==> src/rtl/scl_tmg_pkg.sv <==
package scl_tmg_pkg;

  localparam int N_MODES = 3;

  typedef enum logic [1:0] {
    MODE_STD  = 2'd0,
    MODE_FAST = 2'd1,
    MODE_HS   = 2'd2
  } mode_e;

  // speed code to class index; code 0 falls back to standard
  function automatic mode_e mode_of_code(input logic [1:0] code);
    case (code)
      2'd2:    return MODE_FAST;
      2'd3:    return MODE_HS;
      default: return MODE_STD;
    endcase
  endfunction

  // reset value of the high count for class m
  function automatic int unsigned dflt_high(input int unsigned m);
    case (m)
      0:       return 32'h75;
      1:       return 32'h15;
      default: return 32'h07;
    endcase
  endfunction

  // reset value of the low count for class m
  function automatic int unsigned dflt_low(input int unsigned m);
    case (m)
      0:       return 32'h7C;
      1:       return 32'h21;
      default: return 32'h0E;
    endcase
  endfunction

endpackage

==> src/rtl/scl_cnt_regs.sv <==
module scl_cnt_regs
  import scl_tmg_pkg::*;
#(
  parameter int ADDR_W  = 8,
  parameter int CNT_W   = 16,
  parameter int HI_BASE = 'h14,
  parameter int STRIDE  = 8,
  parameter int NMODE   = N_MODES
) (
  input  logic                         clk,
  input  logic                         rst_n,
  input  logic                         wr,
  input  logic [ADDR_W-1:0]            addr,
  input  logic [CNT_W-1:0]             wdata,
  output logic [NMODE-1:0][CNT_W-1:0]  hi_cnt,
  output logic [NMODE-1:0][CNT_W-1:0]  lo_cnt
);

  // the low count of a class sits one word after its high count
  localparam int LO_BASE = HI_BASE + 4;

  for (genvar m = 0; m < NMODE; m++) begin : g_mode
    localparam logic [ADDR_W-1:0] HI_ADDR = ADDR_W'(HI_BASE + m * STRIDE);
    localparam logic [ADDR_W-1:0] LO_ADDR = ADDR_W'(LO_BASE + m * STRIDE);
    localparam logic [CNT_W-1:0]  HI_RST  = CNT_W'(dflt_high(m));
    localparam logic [CNT_W-1:0]  LO_RST  = CNT_W'(dflt_low(m));

    logic hit_hi, hit_lo;
    assign hit_hi = wr && (addr == HI_ADDR);
    assign hit_lo = wr && (addr == LO_ADDR);

    always_ff @(posedge clk or negedge rst_n) begin
      if (!rst_n) begin
        hi_cnt[m] <= HI_RST;
        lo_cnt[m] <= LO_RST;
      end else begin
        if (hit_hi) hi_cnt[m] <= wdata;
        if (hit_lo) lo_cnt[m] <= wdata;
      end
    end
  end

endmodule

==> src/rtl/scl_lim_sel.sv <==
module scl_lim_sel
  import scl_tmg_pkg::*;
#(
  parameter int CNT_W = 16,
  parameter int NMODE = N_MODES
) (
  input  logic [1:0]                   code,
  input  logic [NMODE-1:0][CNT_W-1:0]  hi_cnt,
  input  logic [NMODE-1:0][CNT_W-1:0]  lo_cnt,
  output logic [CNT_W-1:0]             hi_lim,
  output logic [CNT_W-1:0]             lo_lim
);

  localparam logic [CNT_W-1:0] ONE = CNT_W'(1);

  mode_e            mode;
  logic [CNT_W-1:0] hi_raw, lo_raw;

  always_comb begin
    mode   = mode_of_code(code);
    hi_raw = hi_cnt[int'(mode)];
    lo_raw = lo_cnt[int'(mode)];
    // a zero count still yields a one-cycle phase
    hi_lim = (hi_raw == '0) ? ONE : hi_raw;
    lo_lim = (lo_raw == '0) ? ONE : lo_raw;
  end

endmodule

==> src/rtl/scl_phase_gen.sv <==
module scl_phase_gen #(
  parameter int CNT_W = 16
) (
  input  logic             clk,
  input  logic             rst_n,
  input  logic             en,
  input  logic [CNT_W-1:0] hi_lim,
  input  logic [CNT_W-1:0] lo_lim,
  output logic             scl,
  output logic             fall,
  output logic             rise
);

  localparam logic [CNT_W-1:0] ONE = CNT_W'(1);

  logic             scl_q, rise_q, fall_q, run_q;
  logic [CNT_W-1:0] cnt_q, lim_q;

  always_ff @(posedge clk or negedge rst_n) begin
    if (!rst_n) begin
      scl_q  <= 1'b1;
      run_q  <= 1'b0;
      rise_q <= 1'b0;
      fall_q <= 1'b0;
      cnt_q  <= '0;
      lim_q  <= '0;
    end else begin
      rise_q <= 1'b0;
      fall_q <= 1'b0;
      if (!en) begin
        run_q <= 1'b0;
        cnt_q <= '0;
        if (!scl_q) begin
          scl_q  <= 1'b1;
          rise_q <= 1'b1;
        end
      end else if (!run_q) begin
        // first phase after enable is low
        run_q  <= 1'b1;
        scl_q  <= 1'b0;
        fall_q <= scl_q;
        cnt_q  <= ONE;
        lim_q  <= lo_lim;
      end else if (cnt_q >= lim_q) begin
        // phase boundary: toggle and latch the next limit
        scl_q  <= ~scl_q;
        rise_q <= ~scl_q;
        fall_q <= scl_q;
        cnt_q  <= ONE;
        lim_q  <= scl_q ? lo_lim : hi_lim;
      end else begin
        cnt_q <= cnt_q + ONE;
      end
    end
  end

  assign scl  = scl_q;
  assign fall = fall_q;
  assign rise = rise_q;

endmodule

==> src/rtl/scl_speed_timer.sv <==
module scl_speed_timer
  import scl_tmg_pkg::*;
#(
  parameter int ADDR_W  = 8,
  parameter int CNT_W   = 16,
  parameter int HI_BASE = 'h14,
  parameter int STRIDE  = 8
) (
  input  logic              clk,
  input  logic              rst_n,
  input  logic              enable,
  input  logic [1:0]        speed_sel,
  input  logic              cfg_wr,
  input  logic [ADDR_W-1:0] cfg_addr,
  input  logic [CNT_W-1:0]  cfg_wdata,
  output logic              scl_o,
  output logic              scl_fall,
  output logic              scl_rise
);

  logic [N_MODES-1:0][CNT_W-1:0] hi_cnt, lo_cnt;
  logic [CNT_W-1:0]              hi_lim, lo_lim;

  scl_cnt_regs #(
    .ADDR_W (ADDR_W),
    .CNT_W  (CNT_W),
    .HI_BASE(HI_BASE),
    .STRIDE (STRIDE),
    .NMODE  (N_MODES)
  ) i_regs (
    .clk   (clk),
    .rst_n (rst_n),
    .wr    (cfg_wr),
    .addr  (cfg_addr),
    .wdata (cfg_wdata),
    .hi_cnt(hi_cnt),
    .lo_cnt(lo_cnt)
  );

  scl_lim_sel #(
    .CNT_W(CNT_W),
    .NMODE(N_MODES)
  ) i_sel (
    .code  (speed_sel),
    .hi_cnt(hi_cnt),
    .lo_cnt(lo_cnt),
    .hi_lim(hi_lim),
    .lo_lim(lo_lim)
  );

  scl_phase_gen #(
    .CNT_W(CNT_W)
  ) i_phase (
    .clk   (clk),
    .rst_n (rst_n),
    .en    (enable),
    .hi_lim(hi_lim),
    .lo_lim(lo_lim),
    .scl   (scl_o),
    .fall  (scl_fall),
    .rise  (scl_rise)
  );

endmodule

==> config.mk <==
export PLATFORM = sky130hd
export DESIGN_NAME = scl_speed_timer
export DESIGN_NICKNAME = d
export VERILOG_FILES = /design/src/rtl/scl_tmg_pkg.sv /design/src/rtl/scl_cnt_regs.sv /design/src/rtl/scl_lim_sel.sv /design/src/rtl/scl_phase_gen.sv /design/src/rtl/scl_speed_timer.sv
export SDC_FILE = /design/constraint.sdc
export NUM_CORES = 1
export LEC_CHECK = 0
export ABC_AREA = 1
export BUFFER_PORTS_ARGS = -buffer_cell sky130_fd_sc_hd__buf_2
export CAP_MARGIN = 15
export CORE_MARGIN = 1.5
export CORE_UTILIZATION = 61
export DETAILED_ROUTE_END_ITERATION = 8
export PLACE_DENSITY = 0.76
export SYNTH_ARGS = -nofsm -noshare
export SYNTH_HDL_FRONTEND = slang
export SYNTH_SLANG_ARGS = --single-unit
==> constraint.sdc <==
create_clock -name clk -period 2.3 [get_ports clk]
set_input_delay 0.345 -clock clk [delete_from_list [all_inputs] [get_ports clk]]
set_output_delay 0.345 -clock clk [all_outputs]
set_load 0.05 [all_outputs]
==> flow_metrics.py, run 1 <==
metrics = {
    "pwr": {
        "peakVddDrop_mv": 0.645,
        "p_per_area_nw_per_um2": 851,
        "leakagePower_nw": 3.74,
    },
    "clock_tree": {
        "numCtsBuffers": 17,
        "worstSkewPairLatency_ns": 0.55,
        "cts_max_path_buffers": 2,
        "clk_pin_slew_worst_paths_ns": 0.06,
        "cts_max_level": 4,
        "clockRootBuffer": "clkbuf_8",
        "cts_sinks": 132,
        "cts_tree": "built",
    },
    "detailed_routing": {
        "drc": 0,
        "final_antenna_net_count": 0,
        "vias": 5580,
        "wl_per_cell_um": 15.5,
        "via_per_inst": 5.59,
        "routed_wl_um": 15500,
        "detail_route.first_pass.iterations": 6,
        "drtIter0Drc": 425,
    },
    "die": {
        "die_x_um": 107,
        "pin_count": 33,
        "chipHeight_um": 107,
        "rows": 37,
        "coreArea_um2": 10400,
        "die_area_um2": 11500,
        "initial_core_util": 0.634,
    },
    "placed_design": {
        "dp_slack_ns": 0.238,
        "place.detailed.hpwl_um": 9990,
        "numPortBuffers": 32,
        "gp_congestion": 0.826,
    },
    "yosys": {
        "syn_nets": 866,
        "postSynthCellCount": 819,
        "synth-seq-cells": 132,
        "ys_warn_count": 0,
        "synth_cell_type_count": 30,
        "yosysSeqAreaShare": 0.504,
        "avgSynthCellArea_um2": 8.06,
        "synth_area_um2": 6600,
    },
    "global_routing": {
        "first_global_vias": 5504,
        "grt_util_all_layers": 0.301,
        "grt_max_degree": 50,
        "grt_first_pass_wirelength_um": 26400,
        "antenna_found_initial": 0,
        "overflow": 0,
    },
    "finish": {
        "nNetsFinal": 896,
        "insertedDiodeCount": 0,
        "area_growth_pct": 13.5,
        "drive_gt1_frac": 0.160,
    },
    "run_status": {
        "outcome": "finished, final reports clean",
    },
    "critical_path": {
        "r2r.worst_path.cells": 9,
        "cp.required_ns": 2.77,
        "end_kind": "flop",
        "path_class": "flop to flop",
        "cp_max_fo": 11,
        "crit_arrival_ns": 2.35,
        "cp-start-kind": "flop",
    },
    "worst_hold_path": {
        "holdPathStages": 3,
        "hold_class": "input port to flop",
    },
    "timing": {
        "worst_slew_pin_slew_ns": 0.557,
        "clock.fmax_ghz": 0.532,
        "maxSlewHeadroom": 0.628,
        "fin_crit_sh": 0.818,
        "setup_viol": 0,
        "hold_viol": 0,
        "finalMaxSlewViolations": 0,
        "rsz0062_at_grt": "false",
        "timing.final.ws_setup_ns": 0.419,
        "min_period_ns": 1.88,
        "clock-skew-final_ns": 0.0129,
        "setup_tns_ns": 0,
    },
    "flow_run": {
        "cap_violations": 0,
    },
}
## critical path, stage by stage, from the launching register on
cell     delay, ns
dfrtp_1       0.42
ha_1          0.32
nand4_1       0.14
nor3_1        0.20
nand2_1       0.14
nand3_2       0.10
nand2_1       0.08
buf_4         0.20
nor2_1        0.15
nor2_1        0.06
## where the power goes
group	total [W]	switching, W	internal, W
clock	0.00258	0.000979	0.00160
combinational	0.00115	0.000776	0.000378
sequential	0.00265	0.000114	0.00253
## state kept, by name (all words and copies together) (netlist names)
| signal | cells |
|---|---|
| i_phase.fall | 1 |
| i_phase.run_q | 1 |
| i_phase.rise | 1 |
| i_phase.scl | 1 |
| i_phase.lim_q | 16 |
| i_phase.cnt_q | 16 |
| i_regs.hi_cnt | 48 |
| i_regs.lo_cnt | 48 |
## area by class of cell
type	instances	area [µm²]
clock buffer	25	504
clock inverter	7	71.3
fill	828	2920
tap	136	170
timing repair buffer	54	368
sequential	132	3330
multi-input combinational	582	2820
inverter	62	233
## cell families after synthesis
logic type | after synthesis | synth area share
fa+ha+maj | 17 | 0.0322
buf+inv | 105 | 0.0686
flops | 132 | 0.504
xor+xnor | 9 | 0.0119
simple gates | 444 | 0.296
compound gates | 112 | 0.0872
## final timing paths
check                                        from  slack, ns                 to
worst max register to register  i_phase.cnt_q[13]       0.42        i_phase.scl
worst min-delay path                 cfg_wdata[0]       0.02  i_regs.lo_cnt[16]
worst min register to register   i_phase.lim_q[9]       0.47   i_phase.lim_q[9]
worst max-delay path            i_phase.cnt_q[13]       0.42        i_phase.scl
min in group asynchronous                   rst_n       0.34   i_phase.cnt_q[1]
max in group asynchronous                   rst_n       1.21   i_regs.hi_cnt[6]
## per-stage QoR
stage | cells | cell area, µm² | power (W) | util | hold WS (ns)
global placement | 964 | 6900 | 0.00375 | 0.663 | 0.370
detailed placement | 964 | 6900 | 0.00381 | 0.663 | 0.369
floorplan | 819 | 6600 | 0.00346 | - | 0.0494
CTS | 997 | 7490 | 0.00640 | 0.719 | 0.00736
global route | 998 | 7500 | 0.00669 | 0.720 | 0.0366
finish | 998 | 7500 | 0.00638 | 0.720 | 0.0201
## cell usage after synthesis
library cell	count	area, µm²
inv_2	7	26.3
nor2_1	66	248
o21ai_2	1	8.76
nor3_1	5	25.0
buf_6	1	11.3
nor4_4	1	21.3
o21ai_0	2	10.0
buf_8	1	15.0
nand3_1	93	465
a31o_2	1	8.76
o21bai_1	2	15.0
xnor2_1	3	26.3
clkbuf_1	17	63.8
o21a_1	1	7.51
or2_1	1	6.26
o21ai_1	83	415
inv_1	55	206
nor2_4	1	11.3
buf_4	4	30.0
nand4_1	3	18.8
buf_2	20	100
dfrtp_1	110	2750
ha_1	17	213
nor4_1	1	6.26
dfstp_2	22	578
nor2_2	3	18.8
nand3_2	19	190
a21oi_1	22	110
xor2_1	6	52.6
nand2_1	251	942
## placed cells by master, fill, tap and decap left out, types with 16 or more instances in the layout
master and n:
buf_2 31, nand3_1 93, nor2_1 66, inv_1 55
dfrtp_1 110, nand2_1 251, clkbuf_16 16, a21oi_1 22
o21ai_1 83, nand3_2 19, dfstp_2 22, buf_4 19
ha_1 17
## metal layers
metal,up-vias,part of all wire,global-route usage
li1,2704,-,-
met1,2685,0.42,0.384
met2,167,0.51,0.506
met3,24,0.054,0.0644
met4,0,0.017,0.111
met5,-,0,0
## what timing repair did
action	in CTS	in global routing
gates resized for setup	0	0
endpoints found under the setup margin	0	2
buffers inserted	0	1
hold buffers	1	0
hold endpoints to repair	39	0
(Power assumes the default switching activity.)
==> run 2, diff against run 1 <==
==> constraint.sdc (replaced) <==
create_clock -name clk -period 1.8 [get_ports clk]
set_input_delay 0.27 -clock clk [delete_from_list [all_inputs] [get_ports clk]]
set_output_delay 0.27 -clock clk [all_outputs]
set_load 0.05 [all_outputs]
==> flow_metrics.py, run 2 (synthesis results as in run 1) <==
metrics = {
    "run_status": {
        "outcome": "finished, violations left",
        "failed_checks": "setup timing",
    },
    "detailed_routing": {
        "via_per_inst": 5.61,
        "vias": 5673,
        "routed_wl_um": 16400,
        "detail_route.first_pass.iterations": 5,
        "final_antenna_net_count": 0,
        "drtIter0Drc": 391,
        "wl_per_cell_um": 16.3,
        "drc": 0,
    },
    "critical_path": {
        "cp-start-kind": "flop",
        "crit_arrival_ns": 2.27,
        "timing.rr.end": "i_phase.lim_q[12]",
        "end_kind": "flop",
        "path_class": "flop to flop",
        "reg2reg_from": "i_phase.cnt_q[3]",
        "cp.required_ns": 2.22,
        "r2r.worst_path.cells": 13,
        "cp_max_fo": 11,
        "ff2ff_setup_slack_ns": -0.05,
    },
    "die": {
        "initial_core_util": 0.634,
        "coreArea_um2": 10400,
        "die_area_um2": 11500,
        "pin_count": 33,
        "die_x_um": 107,
        "chipHeight_um": 107,
        "rows": 37,
    },
    "worst_hold_path": {
        "holdPathStages": 1,
        "hold_class": "input port to flop",
        "worstHoldStart": "enable",
        "whs_endpoint": "i_phase.run_q",
    },
    "global_routing": {
        "grt_first_pass_wirelength_um": 26700,
        "first_global_vias": 5715,
        "grt_max_degree": 61,
        "antenna_found_initial": 0,
        "grt_util_all_layers": 0.302,
        "overflow": 0,
    },
    "placed_design": {
        "dp_slack_ns": 0.000154,
        "numPortBuffers": 32,
        "gp_congestion": 0.861,
        "place.detailed.hpwl_um": 10100,
    },
    "timing": {
        "timing.final.ws_setup_ns": -0.0459,
        "worst_slew_pin_slew_ns": 0.481,
        "hold_viol": 0,
        "maxSlewHeadroom": 0.676,
        "setup_tns_ns": -0.543,
        "finalMaxSlewViolations": 0,
        "fin_crit_sh": 1.03,
        "rsz0062_at_grt": "true",
        "clock-skew-final_ns": 0.00501,
        "min_period_ns": 1.85,
        "setup_viol": 23,
        "clock.fmax_ghz": 0.542,
    },
    "finish": {
        "final_cell_mix": "nand2_1 (246), dfrtp_1 (108), nand3_1 (90)",
        "drive_gt1_frac": 0.207,
        "reg_top3": "i_regs.hi_cnt: 48 flops, i_regs.lo_cnt: 48 flops",
        "nNetsFinal": 909,
        "insertedDiodeCount": 0,
        "postLayoutCoreUtil": 0.756,
        "fillers": 742,
        "area_growth_pct": 19.2,
        "final_common_cell": "nand2_1",
    },
    "clock_tree": {
        "clockRootBuffer": "clkbuf_8",
        "worstSkewPairLatency_ns": 0.54,
        "cts_max_level": 4,
        "cts_tree": "built",
        "cts_max_path_buffers": 2,
        "cts_sinks": 132,
        "clk_pin_slew_worst_paths_ns": 0.06,
        "numCtsBuffers": 17,
    },
    "pwr": {
        "power_w": 0.00857,
        "leakagePower_nw": 3.84,
        "p_per_area_nw_per_um2": 1090,
        "peakVddDrop_mv": 0.850,
    },
    "flow_run": {
        "cap_violations": 0,
    },
}
## run 2: cell types whose count changed in the layout (fill, tap and decap cells not counted), moves of 5 or more
cell     previous run  this run
nor2_1             66        55
nor2_2              3         9
buf_6               0         5
ha_1               17        12
ha_4                0         5
nand2_1           251       246
nand2_2             0         5
nor2_4              1         6
## run 2: worst max path at each step
stage	startpoint	to	slack [ns]
global placement	i_phase.lim_q[3]	i_phase.lim_q[13]	0.07
finish	i_phase.cnt_q[3]	i_phase.lim_q[12]	-0.05
global route	i_phase.cnt_q[3]	i_phase.lim_q[14]	-0.15
detailed placement	i_phase.cnt_q[0]	i_phase.scl	0.0002
floorplan	i_phase.cnt_q[11]	i_phase.lim_q[0]	0.13
CTS	i_phase.lim_q[3]	i_phase.scl	-0.02
## run 2: layout make-up
cell class / instances / area (µm²) / area share
Tap cell: 136 / 170 / 0.0216
Clock inverter: 11 / 150 / 0.0191
Sequential cell: 132 / 3330 / 0.424
Timing Repair Buffer: 67 / 537 / 0.0682
Clock buffer: 21 / 449 / 0.0571
Inverter: 62 / 233 / 0.0296
Multi-Input combinational cell: 582 / 3000 / 0.381
## run 2: power breakdown
group	switching [W]	leakage (nW)	internal, W
Clock	0.00129	0.289	0.00219
Combinational	0.00110	1.82	0.000596
Sequential	0.000152	1.73	0.00324
## run 2: stage by stage
step                      area [µm²]  cells  hold WS [ns]
final                           7870   1011        0.0465
after global routing            7870   1011        0.0566
after CTS                       7600   1001        0.0257
after detailed placement        6970    966         0.209
after global placement          6970    966         0.206
after floorplan                 6600    819       -0.0256
## run 2: worst max-delay path: stages (launching register included)
cell and delay (ns):
dfrtp_2 0.45, ha_4 0.28, nand2_1 0.06, nor2_1 0.11, nor2_1 0.05, nand2_1 0.08
nand2_1 0.06, nand2_1 0.07, nand2_2 0.07, nand3_2 0.12, nand2_2 0.09, buf_6 0.17
nand2_1 0.06, nand2_1 0.06
## run 2: per-layer routing
layer / wire (µm) / vias to the layer above / share of wire / global-route usage
met5: 0 / - / 0 / 0
met4: 367 / 0 / 0.022 / 0.115
met3: 982 / 34 / 0.060 / 0.0772
met2: 8350 / 177 / 0.51 / 0.511
met1: 6730 / 2723 / 0.41 / 0.371
li1: - / 2739 / - / -
## run 2: what timing repair did
item                                   4_1_cts  5_1_grt
endpoints found under the hold margin       26        0
setup endpoints to repair                    3       34
gates cloned                                 0        2
hold buffers                                 3        0
pin swaps                                    0       11
gates resized for setup                      0       47
buffers inserted                             0        8
==> run 3, diff against run 2 <==
--- a/config.mk
+++ b/config.mk
@@ -9,9 +9,9 @@
 export BUFFER_PORTS_ARGS = -buffer_cell sky130_fd_sc_hd__buf_2
 export CAP_MARGIN = 15
 export CORE_MARGIN = 1.5
-export CORE_UTILIZATION = 61
+export CORE_UTILIZATION = 40
 export DETAILED_ROUTE_END_ITERATION = 8
-export PLACE_DENSITY = 0.76
+export PLACE_DENSITY = 0.53
 export SYNTH_ARGS = -nofsm -noshare
 export SYNTH_HDL_FRONTEND = slang
 export SYNTH_SLANG_ARGS = --single-unit
==> constraint.sdc (replaced) <==
create_clock -name clk -period 1.8 [get_ports clk]
set_input_delay 0.36 -clock clk [delete_from_list [all_inputs] [get_ports clk]]
set_output_delay 0.36 -clock clk [all_outputs]
set_load 0.05 [all_outputs]
==> flow_metrics.py, run 3 (synthesis results as in run 1) <==
metrics = {
    "run_status": {
        "outcome": "finished, final reports clean",
    },
    "finish": {
        "fin_area_um2": 8180,
        "postLayoutCoreUtil": 0.511,
        "insertedDiodeCount": 0,
        "nNetsFinal": 912,
        "reg_top3": "i_regs.hi_cnt: 48 flops, i_regs.lo_cnt: 48 flops",
        "final_cell_mix": "nand2_1 (235), dfrtp_1 (109), nand3_1 (90)",
        "drive_gt1_frac": 0.231,
        "final-instance-count-excl-fill": 1094,
        "area_growth_pct": 23.8,
        "final_common_cell": "nand2_1",
    },
    "die": {
        "initial_core_util": 0.413,
        "pin_count": 33,
        "die_area_um2": 17300,
        "coreArea_um2": 16000,
        "chipHeight_um": 131,
        "die_x_um": 131,
        "rows": 46,
    },
    "pwr": {
        "p_sw_w": 0.00260,
        "peakVddDrop_mv": 0.798,
        "p_comb_frac": 0.208,
        "power_frac_clock": 0.418,
        "p_per_area_nw_per_um2": 1100,
        "sequentialPowerShare": 0.375,
        "swShare": 0.289,
        "intPower_w": 0.00640,
        "power_w": 0.00900,
        "leakagePower_nw": 3.92,
    },
    "timing": {
        "maxSlewHeadroom": 0.697,
        "rsz0062_at_grt": "true",
        "setup_viol": 0,
        "worst_slew_pin_slew_ns": 0.450,
        "min_period_ns": 1.74,
        "finalMaxSlewViolations": 0,
        "fin_crit_sh": 0.967,
        "clock-skew-final_ns": 0.00704,
        "clock.fmax_ghz": 0.575,
        "hold_viol": 0,
        "holdWs_ns": 0.151,
    },
    "placed_design": {
        "numPortBuffers": 32,
        "placed_area_um2": 7170,
        "gp_congestion": 0.835,
        "place_inst": 1051,
        "place.detailed.hpwl_um": 10700,
    },
    "detailed_routing": {
        "via_per_inst": 5.01,
        "wl_per_cell_um": 15.1,
        "vias": 5486,
        "final_antenna_net_count": 0,
        "drtIter0Drc": 307,
        "drc": 0,
        "detail_route.first_pass.iterations": 6,
        "routed_wl_um": 16600,
    },
    "global_routing": {
        "grt_max_degree": 58,
        "antenna_found_initial": 0,
        "grt_first_pass_wirelength_um": 27700,
        "first_global_vias": 5371,
        "overflow": 0,
        "grt_util_all_layers": 0.202,
    },
    "clock_tree": {
        "cts_max_level": 4,
        "clockRootBuffer": "clkbuf_16",
        "worstSkewPairLatency_ns": 0.42,
        "numCtsBuffers": 17,
        "clk_pin_slew_worst_paths_ns": 0.06,
        "cts_max_path_buffers": 2,
        "cts_sinks": 132,
        "cts_tree": "built",
    },
    "critical_path": {
        "path_class": "flop to flop",
        "cp_max_fo": 6,
        "crit_arrival_ns": 2.05,
        "end_kind": "flop",
        "cp.required_ns": 2.11,
        "cp-start-kind": "flop",
        "ff2ff_setup_slack_ns": 0.06,
    },
    "flow_run": {
        "cap_violations": 0,
    },
    "worst_hold_path": {
        "hold_class": "input port to flop",
    },
}
## run 3: worst max-delay path, stage by stage, from the launching register on
cell     delay, ns
dfrtp_1       0.35
inv_1         0.07
ha_1          0.31
nand4_1       0.16
nor3_2        0.23
nand2_4       0.09
nand4_1       0.09
buf_6         0.14
buf_8         0.13
nor2_1        0.05
## run 3: layout make-up
cell class                      instances  area [µm²]
Inverter                               62         233
Fill cell                            1566        7820
Tap cell                              216         270
Multi-Input combinational cell        582        3080
Timing Repair Buffer                   70         623
Sequential cell                       132        3330
Clock buffer                           20         437
Clock inverter                         12         203
## run 3: metrics by stage
stage                       TNS, ns  setup WS, ns
after floorplan                   0         0.128
after global placement    -0.000233     -0.000233
after detailed placement     -0.219       -0.0556
after CTS                         0       0.00389
after global routing          -2.40       -0.0974
final                             0        0.0597
## run 3: final timing paths
| kind | start | to | cells past startpoint |
|---|---|---|---|
| min in group asynchronous | rst_n | i_phase.cnt_q[1] | 2 |
| max reg2reg | i_phase.lim_q[13] | i_phase.cnt_q[12] | 9 |
| min | cfg_wdata[0] | i_regs.lo_cnt[16] | 3 |
| min reg2reg | i_phase.lim_q[6] | i_phase.lim_q[6] | 2 |
| max | i_phase.lim_q[13] | i_phase.cnt_q[12] | 9 |
| max in group asynchronous | rst_n | i_regs.lo_cnt[3] | 3 |
## run 3: power groups by stage
stage                     sequential [W]  combinational [W]  clock (W)
after floorplan                  0.00350           0.000918          0
after global routing             0.00340            0.00211    0.00395
final                            0.00337            0.00187    0.00376
after CTS                        0.00336            0.00155    0.00383
after global placement           0.00341            0.00151          0
after detailed placement         0.00341            0.00153          0
## run 3: layer usage
layer  part of all wire  GRT usage
met1               0.47      0.281
met4              0.014     0.0679
met2               0.48      0.319
met5                  0          0
met3              0.037     0.0355
## run 3: repair_timing
action,4_1_cts,5_1_grt
buffers inserted,1,9
hold endpoints to repair,15,0
pin swaps,1,16
setup endpoints to repair,11,34
gates resized for setup,1,66
hold buffers,1,0
